File: config.mk
export PLATFORM = sky130hd
export DESIGN_NAME = pll_bringup_seq
export DESIGN_NICKNAME = d
export VERILOG_FILES = /design/src/rtl/pbs_pkg.sv /design/src/rtl/pbs_timer.sv /design/src/rtl/pbs_fsm.sv /design/src/rtl/pbs_pll_regs.sv /design/src/rtl/pll_bringup_seq.sv
export SDC_FILE = /design/constraint.sdc
export NUM_CORES = 1
export LEC_CHECK = 0
export BUFFER_PORTS_ARGS = -buffer_cell sky130_fd_sc_hd__buf_2
export CAP_MARGIN = 40
export CORE_MARGIN = 5
export CORE_UTILIZATION = 30
export CTS_BUF_LIST = sky130_fd_sc_hd__clkbuf_4
export DETAILED_ROUTE_END_ITERATION = 7
export SETUP_SLACK_MARGIN = 0.4
export SLEW_MARGIN = 0
export SYNTH_ARGS = -nofsm -noshare
export SYNTH_HDL_FRONTEND = slang
export SYNTH_SLANG_ARGS = --single-unit
File: constraint.sdc
create_clock -name clk -period 3.59 [get_ports clk]
set_clock_uncertainty 0.05 [all_clocks]
set_input_delay 1.077 -clock clk [delete_from_list [all_inputs] [get_ports clk]]
set_output_delay 1.077 -clock clk [all_outputs]
set_load 0.02 [all_outputs]
File: src/rtl/pbs_pkg.sv
package pbs_pkg;

  typedef enum logic [2:0] {
    S_IDLE,
    S_CHECK,
    S_BYPASS,
    S_RSTON,
    S_HOLD,
    S_WAIT,
    S_DONE,
    S_ERR
  } pbs_state_t;

  // PLL control word layout (decoded by the PLL wrapper)
  localparam int CTRL_W     = 18;
  localparam int RST_BIT    = 0;
  localparam int PORIN_BIT  = 1;
  localparam int PWRPOR_BIT = 2;
  localparam int BYP_BIT    = 3;
  localparam int FB_LSB     = 8;
  localparam int FB_W       = 7;
  localparam int OD_LSB     = 16;
  localparam int OD_W       = 2;

  // Clock-control word layout
  localparam int CLKW_W     = 10;
  localparam int SRC_BIT    = 0;
  localparam int DIV_LSB    = 4;
  localparam int DIV_W      = 6;

  localparam logic [1:0]      GASKET_ON  = 2'b11;
  localparam logic [1:0]      GASKET_OFF = 2'b00;
  localparam logic [OD_W-1:0] OD_DIV2    = 2'd1;

  function automatic logic [CTRL_W-1:0] pll_word(
    input logic            r,
    input logic            por_in,
    input logic            pwr_por,
    input logic            byp,
    input logic [FB_W-1:0] fb,
    input logic [OD_W-1:0] od
  );
    logic [CTRL_W-1:0] v;
    v                   = '0;
    v[RST_BIT]          = r;
    v[PORIN_BIT]        = por_in;
    v[PWRPOR_BIT]       = pwr_por;
    v[BYP_BIT]          = byp;
    v[FB_LSB +: FB_W]   = fb;
    v[OD_LSB +: OD_W]   = od;
    return v;
  endfunction

  function automatic logic [CLKW_W-1:0] clk_word(input logic [DIV_W-1:0] div);
    logic [CLKW_W-1:0] v;
    v                   = '0;
    v[SRC_BIT]          = 1'b1;
    v[DIV_LSB +: DIV_W] = div;
    return v;
  endfunction

  function automatic logic od_is_div2(input logic [OD_W-1:0] od);
    return od == OD_DIV2;
  endfunction

endpackage

File: src/rtl/pbs_timer.sv
module pbs_timer #(
  parameter int CNT_W = 8
) (
  input  logic             clk,
  input  logic             rst_n,
  input  logic             clr_i,
  output logic [CNT_W-1:0] cnt_o
);

  localparam logic [CNT_W-1:0] CNT_MAX = '1;

  always_ff @(posedge clk or negedge rst_n) begin
    if (!rst_n)                cnt_o <= '0;
    else if (clr_i)            cnt_o <= '0;
    else if (cnt_o != CNT_MAX) cnt_o <= cnt_o + 1'b1;
  end


  no_wrap_chk: assert property (@(posedge clk) disable iff (!rst_n)
    (cnt_o == '0 && $past(cnt_o) != '0) |-> $past(clr_i));

endmodule

File: src/rtl/pbs_fsm.sv
module pbs_fsm
  import pbs_pkg::*;
#(
  parameter int RST_HOLD     = 4,
  parameter int LOCK_TIMEOUT = 400_000_000,
  parameter int CNT_W        = 29
) (
  input  logic             clk,
  input  logic             rst_n,
  input  logic             start_i,
  input  logic             stop_i,
  input  logic             od_ok_i,
  input  logic             lock_i,
  input  logic [CNT_W-1:0] cnt_i,
  output logic             cnt_clr_o,
  output logic             ev_load_o,
  output logic             ev_cfg_bad_o,
  output logic             ev_byp_on_o,
  output logic             ev_rst_on_o,
  output logic             ev_rst_off_o,
  output logic             ev_lock_o,
  output logic             ev_timeout_o,
  output logic [1:0]       gasket_o,
  output logic             busy_o,
  output logic             done_o,
  output logic             err_to_o,
  output logic             err_cfg_o
);

  localparam logic [CNT_W-1:0] HOLD_LAST = CNT_W'(RST_HOLD - 1);
  localparam logic [CNT_W-1:0] TO_LAST   = CNT_W'(LOCK_TIMEOUT - 1);

  pbs_state_t st, nx;
  logic       idle_like;
  logic       ev_start;
  logic       hold_hit;
  logic       wait_last;

  always_comb begin
    idle_like    = (st == S_IDLE) || (st == S_DONE) || (st == S_ERR);
    ev_start     = start_i && !stop_i && idle_like;
    hold_hit     = (st == S_HOLD) && (cnt_i == HOLD_LAST);
    wait_last    = (st == S_WAIT) && (cnt_i == TO_LAST);
    ev_load_o    = (st == S_CHECK) && od_ok_i && !stop_i;
    ev_cfg_bad_o = (st == S_CHECK) && !od_ok_i && !stop_i;
    ev_byp_on_o  = (st == S_BYPASS) && !stop_i;
    ev_rst_on_o  = (st == S_RSTON) && !stop_i;
    ev_rst_off_o = hold_hit && !stop_i;
    ev_lock_o    = (st == S_WAIT) && lock_i && !stop_i;
    ev_timeout_o = wait_last && !lock_i && !stop_i;
    cnt_clr_o    = !((st == S_HOLD) || (st == S_WAIT)) || ev_rst_off_o;
    busy_o       = !idle_like;
  end

  always_comb begin
    nx = st;
    if (stop_i) begin
      nx = S_IDLE;
    end else begin
      unique case (st)
        S_IDLE, S_DONE, S_ERR: if (start_i) nx = S_CHECK;
        S_CHECK:               nx = od_ok_i ? S_BYPASS : S_ERR;
        S_BYPASS:              nx = S_RSTON;
        S_RSTON:               nx = S_HOLD;
        S_HOLD:                if (hold_hit) nx = S_WAIT;
        S_WAIT: begin
          if (lock_i)         nx = S_DONE;
          else if (wait_last) nx = S_ERR;
        end
        default:               nx = S_IDLE;
      endcase
    end
  end

  always_ff @(posedge clk or negedge rst_n) begin
    if (!rst_n) begin
      st        <= S_IDLE;
      gasket_o  <= GASKET_OFF;
      done_o    <= 1'b0;
      err_to_o  <= 1'b0;
      err_cfg_o <= 1'b0;
    end else begin
      st <= nx;
      if (stop_i) begin
        gasket_o  <= GASKET_OFF;
        done_o    <= 1'b0;
        err_to_o  <= 1'b0;
        err_cfg_o <= 1'b0;
      end else if (ev_start) begin
        gasket_o  <= GASKET_ON;
        done_o    <= 1'b0;
        err_to_o  <= 1'b0;
        err_cfg_o <= 1'b0;
      end else begin
        if (ev_lock_o)    done_o    <= 1'b1;
        if (ev_timeout_o) err_to_o  <= 1'b1;
        if (ev_cfg_bad_o) err_cfg_o <= 1'b1;
      end
    end
  end


  hold_bound_chk: assert property (@(posedge clk) disable iff (!rst_n)
    (st == S_HOLD) |-> (cnt_i <= HOLD_LAST));


  busy_start_ignored_chk: assert property (@(posedge clk) disable iff (!rst_n)
    (busy_o && !stop_i) |=> (gasket_o == GASKET_ON));


  start_gasket_chk: assert property (@(posedge clk) disable iff (!rst_n)
    (start_i && !stop_i && !busy_o) |=> (gasket_o == GASKET_ON && busy_o));

endmodule

File: src/rtl/pbs_pll_regs.sv
module pbs_pll_regs
  import pbs_pkg::*;
(
  input  logic              clk,
  input  logic              rst_n,
  input  logic              ev_load_i,
  input  logic              ev_byp_on_i,
  input  logic              ev_rst_on_i,
  input  logic              ev_rst_off_i,
  input  logic              ev_lock_i,
  input  logic [FB_W-1:0]   fbdiv_i,
  input  logic [DIV_W-1:0]  core_div_i,
  input  logic [DIV_W-1:0]  mcu_div_i,
  input  logic [OD_W-1:0]   outdiv_i,
  output logic [CTRL_W-1:0] pll_ctrl_o,
  output logic [CLKW_W-1:0] core_word_o,
  output logic [CLKW_W-1:0] mcu_word_o
);

  logic            rst_q, por_in_q, pwr_por_q, byp_q;
  logic [FB_W-1:0] fb_q;

  always_ff @(posedge clk or negedge rst_n) begin
    if (!rst_n) begin
      rst_q       <= 1'b0;
      por_in_q    <= 1'b1;
      pwr_por_q   <= 1'b1;
      byp_q       <= 1'b0;
      fb_q        <= '0;
      core_word_o <= '0;
      mcu_word_o  <= '0;
    end else begin
      if (ev_load_i) begin
        fb_q        <= fbdiv_i;
        por_in_q    <= 1'b0;
        pwr_por_q   <= 1'b0;
        core_word_o <= clk_word(core_div_i);
        mcu_word_o  <= clk_word(mcu_div_i);
      end
      if (ev_byp_on_i)  byp_q <= 1'b1;
      if (ev_lock_i)    byp_q <= 1'b0;
      if (ev_rst_on_i)  rst_q <= 1'b1;
      if (ev_rst_off_i) rst_q <= 1'b0;
    end
  end

  always_comb pll_ctrl_o = pll_word(rst_q, por_in_q, pwr_por_q, byp_q, fb_q, outdiv_i);


  byp_covers_rst_chk: assert property (@(posedge clk) disable iff (!rst_n)
    rst_q |-> byp_q);


  byp_before_rst_chk: assert property (@(posedge clk) disable iff (!rst_n)
    $rose(rst_q) |-> $past(byp_q));


  load_por_clear_chk: assert property (@(posedge clk) disable iff (!rst_n)
    ev_load_i |=> (!por_in_q && !pwr_por_q && core_word_o[SRC_BIT] && mcu_word_o[SRC_BIT]));

endmodule

File: src/rtl/pll_bringup_seq.sv
module pll_bringup_seq
  import pbs_pkg::*;
#(
  parameter int RST_HOLD     = 4,
  parameter int LOCK_TIMEOUT = 400_000_000
) (
  input  logic        clk,
  input  logic        rst_n,
  input  logic        start_i,
  input  logic        stop_i,
  input  logic        lock_i,
  input  logic [6:0]  fbdiv_i,
  input  logic [5:0]  core_div_i,
  input  logic [5:0]  mcu_div_i,
  input  logic [1:0]  outdiv_i,
  output logic [17:0] pll_ctrl_o,
  output logic [9:0]  core_clk_ctrl_o,
  output logic [9:0]  mcu_clk_ctrl_o,
  output logic [1:0]  gasket_o,
  output logic        busy_o,
  output logic        done_o,
  output logic        err_timeout_o,
  output logic        err_cfg_o
);

  localparam int SPAN  = (RST_HOLD > LOCK_TIMEOUT) ? RST_HOLD : LOCK_TIMEOUT;
  localparam int CNT_W = $clog2(SPAN + 1);

  logic             od_ok;
  logic             cnt_clr;
  logic [CNT_W-1:0] cnt;
  logic             ev_load, ev_cfg_bad, ev_byp_on, ev_rst_on, ev_rst_off;
  logic             ev_lock, ev_timeout;

  always_comb od_ok = od_is_div2(outdiv_i);

  pbs_timer #(.CNT_W(CNT_W)) u_timer (
    .clk   (clk),
    .rst_n (rst_n),
    .clr_i (cnt_clr),
    .cnt_o (cnt)
  );

  pbs_fsm #(
    .RST_HOLD     (RST_HOLD),
    .LOCK_TIMEOUT (LOCK_TIMEOUT),
    .CNT_W        (CNT_W)
  ) u_fsm (
    .clk          (clk),
    .rst_n        (rst_n),
    .start_i      (start_i),
    .stop_i       (stop_i),
    .od_ok_i      (od_ok),
    .lock_i       (lock_i),
    .cnt_i        (cnt),
    .cnt_clr_o    (cnt_clr),
    .ev_load_o    (ev_load),
    .ev_cfg_bad_o (ev_cfg_bad),
    .ev_byp_on_o  (ev_byp_on),
    .ev_rst_on_o  (ev_rst_on),
    .ev_rst_off_o (ev_rst_off),
    .ev_lock_o    (ev_lock),
    .ev_timeout_o (ev_timeout),
    .gasket_o     (gasket_o),
    .busy_o       (busy_o),
    .done_o       (done_o),
    .err_to_o     (err_timeout_o),
    .err_cfg_o    (err_cfg_o)
  );

  pbs_pll_regs u_regs (
    .clk          (clk),
    .rst_n        (rst_n),
    .ev_load_i    (ev_load),
    .ev_byp_on_i  (ev_byp_on),
    .ev_rst_on_i  (ev_rst_on),
    .ev_rst_off_i (ev_rst_off),
    .ev_lock_i    (ev_lock),
    .fbdiv_i      (fbdiv_i),
    .core_div_i   (core_div_i),
    .mcu_div_i    (mcu_div_i),
    .outdiv_i     (outdiv_i),
    .pll_ctrl_o   (pll_ctrl_o),
    .core_word_o  (core_clk_ctrl_o),
    .mcu_word_o   (mcu_clk_ctrl_o)
  );


  byp_falls_on_lock_chk: assert property (@(posedge clk) disable iff (!rst_n)
    $fell(pll_ctrl_o[BYP_BIT]) |-> ($past(lock_i) && done_o));


  stop_isolates_chk: assert property (@(posedge clk) disable iff (!rst_n)
    stop_i |=> (gasket_o == GASKET_OFF && !busy_o && !done_o));


  status_exclusive_chk: assert property (@(posedge clk) disable iff (!rst_n)
    $onehot0({done_o, err_timeout_o, err_cfg_o}));


  cfg_err_untouched_chk: assert property (@(posedge clk) disable iff (!rst_n)
    ev_cfg_bad |=> (err_cfg_o && $stable(pll_ctrl_o[15:0]) && $stable(core_clk_ctrl_o)));


  timeout_keeps_bypass_chk: assert property (@(posedge clk) disable iff (!rst_n)
    ev_timeout |=> (err_timeout_o && pll_ctrl_o[BYP_BIT] && !done_o));

endmodule

==> results.cfg <==
[grt]
antenna_found_initial = 0
grt_max_degree = 30
grt_pass1_wl_um = 11800
grt_pass1_vias = 2378
overflow = 0
grt_use_total = 0.115

[yosys]
synth_seq_area_share = 0.483
synth_warnings = 0
synth-seq-cells = 59
yosysUniqueCellTypes = 44
ys_async_sr_fraction = 1.00
synth_area_mm2 = 0.00306
postSynthCellCount = 304
synth-edff-count = 0
synth.avg_cell_area_um2 = 10.1
ys.flop_type = dfrtp_1

[placement]
dpl_worst_slack_ns = 1.10
hpwl_um = 4980
place.gp.congestion = 0.843
placed_cell_area_mm2 = 0.00338
io_buffers = 58

[clocking]
cts_sinks = 59
cts_buffers = 9
cts_resized = 0
cts_tree = yes
htree_levels = 3
root_buffer = clkbuf_4
path_clk_slew_ns = 0.10
clk_latency_ns = 0.40
ctsHoldBuffers = 0
clock_path_buffers = 2
cts_setup_buffers = 0

[sta]
hold_viol = 0
slew_violations = 0
fin_crit_sh = 0.811
fin_crit_ns = 2.91
relSlewSlack = 0.619
worstMarginPinSlew_ns = 0.563
setup_viol = 0
rsz0062_at_grt = no
max_freq_mhz = 343
setup_ws_ns = 0.678
fin_setup_tns_ns = 0

[min_path]
min_to = u_fsm.done_o
hold_path_depth = 2
hold_path.startpoint = u_fsm.done_o
min_path_type = reg -> reg

[run_status]
outcome = complete, no violations

[power_and_ir_drop]
p_int_uw = 1320
ir_worst_vdd_v = 0.000305
pwr-share-clk = 0.270
switching_share = 0.341
combPwrFrac = 0.290
leakagePower_uw = 0.00151
p_sw_uw = 681
pwr-share-seq = 0.440
power_density_mw_per_mm2 = 565

[route]
vias = 2387
via_per_inst = 4.85
wl_um = 6820
ant_nets = 0
drtPass1Iterations = 4
drc = 0
post_drt_wl_per_cell_um = 13.9
drt_iter0_markers = 112

[layout]
final_cell_mix = buf_2 (58), dfrtp_1 (58), a21oi_1 (24), nor2_1 (23), nand2_1 (21)
drive_gt1_frac = 0.301
fin_nets = 381
fill_cells = 1004
final_area_mm2 = 0.00354
area_growth_pct = 15.7
diodes = 0

[setup_path]
required_ns = 2.46
reg2reg_from = u_timer.cnt_o[0]
worstSetupStartpointType = flip-flop
cp_data_arrival_time_ns = 1.79
critPathMaxFanout = 14
r2r_slack_ns = 1.25
reg2reg_depth = 6
crit_path_end_kind = primary output
path_class = reg -> out
rr_endpoint = u_timer.cnt_o[26]

[run]
maxCapViolations = 0

[floorplan]
chipWidth_um = 111
initial_core_util = 0.310
die_area_mm2 = 0.0123
die_h_um = 111
coreArea_mm2 = 0.00986
io_pins = 70
rows = 36
-- synth_stat cells, types with 2 or more instances --
cell type,number,area share
nor4_1,10,0.020
nor4b_1,2,0.0057
dfrtp_1,58,0.47
inv_1,7,0.0086
and3_1,2,0.0041
nand4_1,8,0.016
and4_1,6,0.017
or4_1,3,0.0074
nand3_1,9,0.015
and4_4,2,0.0074
o21a_1,2,0.0049
o2111a_1,2,0.0074
a31oi_1,6,0.012
nor3b_1,3,0.0074
a311oi_1,2,0.0057
clkbuf_1,6,0.0074
mux2_2,19,0.070
buf_2,2,0.0033
xnor2_1,9,0.026
nor2_1,23,0.028
and2_1,2,0.0041
nand2_1,21,0.026
a21oi_1,24,0.039
nor2b_1,3,0.0061
buf_6,2,0.0074
o31ai_1,3,0.0074
nand2b_1,3,0.0061
a31o_2,2,0.0057
nor3_1,6,0.0098
or2_2,3,0.0061
buf_4,20,0.049
mux2i_1,2,0.0065
or3_1,8,0.016
o21ai_0,11,0.018
buf_1,2,0.0025
a211oi_1,3,0.0074
-- flip-flops by register name, indices dropped and copies added (netlist names), 3 cells and up --
name / cells
u_regs.fb_q: 7
u_regs.mcu_word_o: 6
u_fsm.st: 3
u_timer.cnt_o: 29
u_regs.core_word_o: 7
-- layer usage --
metal	global-route usage	vias up	wire [um]
met5	0	-	0
li1	-	1180	-
met4	0.0345	0	67
met2	0.189	51	3350
met3	0.0344	7	286
met1	0.147	1149	3110
-- layout make-up --
class / count / area [um^2] / share of cell area
flip-flops and latches: 59 / 1480 / 0.418
multi-input cells: 215 / 1390 / 0.392
repair buffers: 62 / 320 / 0.0905
well taps: 133 / 166 / 0.0470
clock buffers: 11 / 82.6 / 0.0233
clock inverters: 5 / 77.6 / 0.0219
inverters: 7 / 26.3 / 0.00743
-- logic make-up (layout without fill, tap and decap cells) --
logic type / after synthesis / after routing / share of synthesized area
simple gates: 115 / 115 / 0.209
mux: 21 / 21 / 0.0765
other cells: 1 / 11 / 0.00123
compound gates: 58 / 58 / 0.120
flops: 59 / 59 / 0.483
buf+inv: 40 / 85 / 0.0798
fa+ha+maj: 1 / 1 / 0.00409
xor+xnor: 9 / 9 / 0.0258
-- metrics by stage --
stage	std cells	utilization	hold WS [ns]	power [uW]
after floorplan	314	-	0.414	1300
after global placement	476	0.342	0.433	1470
after detailed placement	476	0.342	0.437	1480
after CTS	492	0.359	0.461	2040
after global routing	492	0.359	0.475	2120
final	492	0.359	0.455	2000
-- worst max-delay path by stage --
| stage | start | to | slack, ns | cells after the start |
|---|---|---|---|---|
| after CTS | u_fsm.st[2] | busy_o | 0.63 | 4 |
| after floorplan | stop_i | u_regs.core_word_o[4] | 1.19 | 5 |
| after global placement | u_fsm.st[2] | busy_o | 1.13 | 4 |
| after global routing | u_fsm.st[2] | busy_o | 0.50 | 4 |
| after detailed placement | u_fsm.st[2] | busy_o | 1.10 | 4 |
| final | u_fsm.st[2] | busy_o | 0.68 | 4 |
-- power by group through the flow --
| stage | Sequential [uW] | Combinational (uW) | Clock (uW) |
|---|---|---|---|
| finish | 879 | 580 | 540 |
| CTS | 880 | 593 | 564 |
| detailed placement | 893 | 592 | 0 |
| floorplan | 1020 | 281 | 0 |
| global placement | 888 | 587 | 0 |
| global route | 899 | 627 | 593 |
-- worst max-delay path, stage by stage (launching register included) --
cell and delay (ns):
dfrtp_1 0.53, or2_2 0.36, o21ai_0 0.27, inv_1 0.06, buf_2 0.16
No activity file was read; power rests on OpenSTA's default activity.
